File: src/rtl/ctl_word_rx.sv
module ctl_word_rx #(
  parameter int WORD_W      = 12,
  parameter int CODE_W      = 8,
  parameter int SYNC_STAGES = 2,
  parameter int MIN_CLKS    = 3
) (
  input  logic              clk,
  input  logic              rst_n,
  input  logic              ser_en_n,
  input  logic              ser_clk,
  input  logic              ser_dat,
  input  logic              mode_sel,
  input  logic              mode_sw,
  output logic [CODE_W-1:0] dac_code,
  output logic              dac_load,
  output logic              gnd_mode
);
  localparam int MODE_BIT = WORD_W - 1;
  localparam int LOAD_BIT = WORD_W - 2;
  localparam int CNT_W    = $clog2(MIN_CLKS + 1);
  localparam logic [CNT_W-1:0] CNT_MAX = CNT_W'(MIN_CLKS);

  logic [SYNC_STAGES:0] en_q, ck_q, dt_q;
  logic [WORD_W-1:0]    shreg;
  logic [CNT_W-1:0]     clk_cnt;
  logic                 prog_gnd;

  always_ff @(posedge clk or negedge rst_n) begin
    if (!rst_n) begin
      en_q <= '1;
      ck_q <= '0;
      dt_q <= '0;
    end else begin
      en_q <= {en_q[SYNC_STAGES-1:0], ser_en_n};
      ck_q <= {ck_q[SYNC_STAGES-1:0], ser_clk};
      dt_q <= {dt_q[SYNC_STAGES-1:0], ser_dat};
    end
  end

  wire en_low    = !en_q[SYNC_STAGES-1];
  wire en_fall   = en_low && en_q[SYNC_STAGES];
  wire en_rise   = !en_low && !en_q[SYNC_STAGES];
  wire bit_take  = en_low && ck_q[SYNC_STAGES-1] && !ck_q[SYNC_STAGES];
  wire frame_ok  = (clk_cnt == CNT_MAX);
  wire frame_end = en_rise && frame_ok;
  wire dat_bit   = dt_q[SYNC_STAGES-1];

  always_ff @(posedge clk or negedge rst_n) begin
    if (!rst_n) begin
      shreg   <= '0;
      clk_cnt <= '0;
    end else begin
      if (bit_take)
        shreg <= {shreg[WORD_W-2:0], dat_bit};
      if (en_fall)
        clk_cnt <= '0;
      else if (bit_take && !frame_ok)
        clk_cnt <= clk_cnt + 1'b1;
    end
  end

  always_ff @(posedge clk or negedge rst_n) begin
    if (!rst_n) begin
      dac_code <= '0;
      dac_load <= 1'b0;
      prog_gnd <= 1'b0;
    end else begin
      dac_load <= 1'b0;
      if (frame_end) begin
        prog_gnd <= shreg[MODE_BIT];
        if (shreg[LOAD_BIT]) begin
          dac_code <= shreg[CODE_W-1:0];
          dac_load <= 1'b1;
        end
      end
    end
  end

  assign gnd_mode = mode_sel ? prog_gnd : !mode_sw;

  AST_PULSE_SINGLE: assert property (@(posedge clk) disable iff (!rst_n)
    dac_load |=> !dac_load);
  AST_CODE_WITH_PULSE: assert property (@(posedge clk) disable iff (!rst_n)
    (dac_code != $past(dac_code)) |-> dac_load);
  AST_PULSE_AFTER_RISE: assert property (@(posedge clk) disable iff (!rst_n)
    dac_load |-> $past(en_rise));
  AST_SHORT_REJECT: assert property (@(posedge clk) disable iff (!rst_n)
    (en_rise && clk_cnt < CNT_MAX) |=> (!dac_load && $stable(prog_gnd)));
  AST_MODE_HOLD: assert property (@(posedge clk) disable iff (!rst_n)
    !en_rise |=> $stable(prog_gnd));
endmodule

File: config.mk
export PLATFORM = sky130hd
export DESIGN_NAME = ctl_word_rx
export DESIGN_NICKNAME = d
export VERILOG_FILES = /design/src/rtl/ctl_word_rx.sv
export SDC_FILE = /design/constraint.sdc
export NUM_CORES = 1
export LEC_CHECK = 0
export ABC_AREA = 1
export BUFFER_PORTS_ARGS = -buffer_cell sky130_fd_sc_hd__buf_4
export CAP_MARGIN = 5
export CORE_MARGIN = 2
export CORE_UTILIZATION = 49
export DETAILED_ROUTE_END_ITERATION = 8
export PLACE_DENSITY = 0.72
export SLEW_MARGIN = 40
export SYNTH_ARGS = -nofsm -noshare
export SYNTH_HDL_FRONTEND = slang
export SYNTH_SLANG_ARGS = --single-unit
File: constraint.sdc
create_clock -name clk -period 1.3 [get_ports clk]
set_clock_uncertainty 0.05 [all_clocks]
set_input_delay 0.065 -clock clk [delete_from_list [all_inputs] [get_ports clk]]
set_output_delay 0.065 -clock clk [all_outputs]
set_load 0.02 [all_outputs]
* Yosys cells after proc, flatten, opt, wreduce, memory -nomap -nowiden
Index checks and enable logic that the tools add are counted.
Storage, ports and cells: bits in registers 32, output and inout bits 10, input bits 7
Operators by class: eq/ne operators 1, add/subtract/negate cells 1, reductions and logical operators 13, mux-type cells 5
Operators by type and width (number):
- 1-bit logical AND | 6
- 1-bit logical NOT | 5
- 2-bit two-way mux | 2
- 1-bit two-way mux | 3
- 2-bit by 1-bit adder with 2-bit output, second input constant | 1
- 2-bit equality test, second input constant | 1
- 2-bit AND reduction | 1
- 2-bit nonzero test | 1

* Depth between registers and ports, before layout
word-level depth 6, depth in mapped cells 7, depth with buffers taken out 6

* Worst setup path after synthesis
OpenSTA, ideal clock, no wires.
path kind reg-to-reg, start register clk_cnt[0], end register dac_code[6], slack 0.119 ns, library setup time 0.117 ns, cell stages (with the launch flop) 8, buffers on the path 1, arrival 1.014 ns, data required time 1.133 ns, clock period less this slack 1.181 ns, path through dfrtp_1 ha_1 nand2_2 nor2_4 nand2_4 buf_6 nand2_2 o21ai_2
Between the ends: word-level cells in the longest chain between the ends 3
Ends and longest elaborated chain:
- start: declaration | line 25 | logic [CNT_W-1:0] clk_cnt;
- start signal: assignment | line 58 | clk_cnt <= clk_cnt + 1'b1;
- 2-bit equality test | line 44 | wire frame_ok = (clk_cnt == CNT_MAX);
- 1-bit logical AND | line 45 | wire frame_end = en_rise && frame_ok;
- 2-bit AND reduction (no source line)
- end signal: assignment | line 72 | dac_code <= shreg[CODE_W-1:0];
- end: declaration | line 14 | output logic [CODE_W-1:0] dac_code,
No other way between the ends. A chain may end at the register's enable or synchronous reset.

* Worst setup path in the final report
start register en_q[1], end register dac_code[0]
Between the ends: word-level cells in the longest chain between the ends 3
Ends and longest elaborated chain:
- start: declaration | line 23 | logic [SYNC_STAGES:0] en_q, ck_q, dt_q;
- start signal: assignment | line 34 | en_q <= {en_q[SYNC_STAGES-1:0], ser_en_n};
- 1-bit logical AND | line 42 | wire en_rise = !en_low && !en_q[SYNC_STAGES];
- 1-bit logical AND | line 45
- 2-bit AND reduction (no source line)
No other way between the ends.

==> reports/results.txt <==
Status: finished, final reports clean
Num CTS Buffers: 5
Core area: 2432 µm²
Period utilisation layout: 97.10%
First-pass GRT wire length: 3222 µm
Mapped Cells: 111
WL per Instance: 12.67 µm
Synthesized cell area: 1227 µm²
Endpoints failing hold: 0
Drt first pass iters: 4
Max Clk Rate: 0.7922 GHz
Max stage delay on crit path: 560 ps
Buf/Inv on CP: 1
Clock sink count: 32
Worst hold margin: 159.3 ps
Crit path max-delay family: flip-flops
Leading cell type in the layout, fill and taps excluded: dfrtp_1
Rows: 18
Clock root buffer: clkbuf_4
Critical setup path kind: reg -> reg
Post-DP HPWL: 1261 µm
Slew headroom: 72.43%
Final ANT Viol Nets: 0
TritonCTS clock tree: built
Maximum fanout along the worst path: 8
Seq/Total Area, Yosys: 65.55%
Max-cap violations: 0
Vias per std cell: 4.932
Most frequent cells in the layout: 29 x dfrtp_1, 26 x nand2_1, 21 x buf_4
Fin crit period: 1262 ps
Synthesized flop and latch total: 32
Die width: 54.05 µm
Crit path cell chain: nand2_2 -> nor2_4 -> buf_12 -> nand2_4 -> o21ai_2
Die height: 54.05 µm
Pwr/cell area: 1216 nW/µm²
GRT Total Usage: 17.06%
Worst min path class: in -> async
Die Area: 2921 µm²
Final setup vio count: 0
Final Instance Count excl. Fillers: 177
Slowest CP cell: dfstp_2
YS warnings: 0
CP required: 1500 ps
RR Startpoint: en_q[1]$_DFF_PN1_
Worst-margin pin slew: 413.6 ps
Starting DRC count in detailed routing: 12
Gpl congestion: 0.7978
Layout cell share with drive strength beyond 1: 36.05%
Clk slew on worst S/H paths: 90 ps
Initial antenna violation count: 0
Pleak: 0.7994 nW
Max Buffers Root-to-Sink: 2
Max IR drop VDD: 1034 µV
Arr. time, crit path: 1470 ps
Pre-CTS setup slack: -68.10 ps
Critical path launch point type: flip-flop
Antenna cells: 0
CTS H-tree depth: 2
Largest net degree at the start of global routing: 33
I/O Pins: 17
Initial core utilization: 50.46%
Clk_lat worst skew: 330 ps
DRT Wirelength: 2242 µm
Worst setup EP type: flip-flop
RSZ-0062 raised after global routing: true
Max Slew Vio Count: 0
Input/output buffers: 16
Nets@finish: 154
Vias in the first global route: 742
Via count: 873
Final WS setup: 37.67 ps
Syn_nets: 119
DR DRC count: 0
Cell variety after synth: 15
Area growth from synthesis to layout: 31.29%
Grt ovf: 0
Worst Setup SP: en_q[1]$_DFF_PN1_
Cells after DPL: 155
Syn Area/Cell: 11.06 µm²
-- cells in the mapped netlist, drive strengths merged --
cell / count / area share (%)
buf: 3 / 2.8
dfrtp: 29 / 59
dfstp: 3 / 6.4
ha: 1 / 1.0
inv: 15 / 4.6
nand2: 31 / 11
nand3: 3 / 1.2
nand4: 2 / 1.0
nor2: 3 / 2.1
o21ai: 21 / 11
-- cells by family (layout without fill, tap and decap cells) --
group	after synthesis	count (layout)	share of synthesized area (%)
compound gates	21	21	11.01
fa+ha+maj	1	1	1.019
flops	32	32	65.55
buf+inv	18	51	7.339
simple gates	39	42	15.09
-- worst reg2reg max path: stages, from the launching register on --
cell and delay (ps):
dfstp_2 560, nand2_2 80, nor2_4 140, buf_12 130, nand2_4 100, o21ai_2 150
-- final timing paths --
check | to | slack [ps] | cells after the start
max reg2reg | dac_code[0]$_DFFE_PN0P_ | 40 | 5
min reg2reg | dt_q[1]$_DFF_PN0_ | 310 | 0
min | clk_cnt[0]$_DFFE_PN0P_ | 160 | 2
min in group clk | dt_q[1]$_DFF_PN0_ | 310 | 0
max in group asynchronous | en_q[0]$_DFF_PN1_ | 720 | 2
max | dac_code[0]$_DFFE_PN0P_ | 40 | 5
-- timing repair --
item	4_1_cts	5_1_grt
buffers inserted	1	6
gates cloned	1	2
setup endpoints to repair	5	15
hold endpoints to repair	35	0
gates resized for setup	1	7
pin swaps	1	1
hold buffers	4	0
-- report_power, final --
part | total, mW | internal, mW | switching (mW)
clock | 0.629 | 0.318 | 0.311
sequential | 1.13 | 1.08 | 0.0519
combinational | 0.201 | 0.0843 | 0.116
-- sequential cells by signal, indices dropped and copies added (netlist names) --
| name | cells |
|---|---|
| shreg | 12 |
| dac_code | 8 |
| ck_q | 3 |
| en_q | 3 |
| clk_cnt | 2 |
| dt_q | 2 |
| dac_load | 1 |
| prog_gnd | 1 |
-- per-layer routing --
layer  track usage, %  vias up  wire, µm
li1                 -      425         -
met1            18.61      416      1022
met2            25.61       26      1060
met3            9.444        6       108
met4            10.83        0        50
met5                0        -         0
-- metrics by stage --
step	area, µm²	util [%]	total power [mW]	setup TNS [ps]
2_1_floorplan	1227	-	1.233	0
3_3_place_gp	1359	55.86	1.290	0
3_5_place_dp	1359	55.86	1.298	-163.5
4_1_cts	1490	61.27	1.958	0
5_1_grt	1612	66.26	2.058	-43.46
6_report	1612	66.26	1.960	0
-- cell type report --
class,count,area [µm²]
fillers,192,820.8
flip-flops and latches,32,804.5
multi-input cells,64,395.4
repair buffers,28,249.0
clock buffers,8,68.82
inverters,15,56.30
well taps,30,37.54
Power figures use the tool's default switching activity.
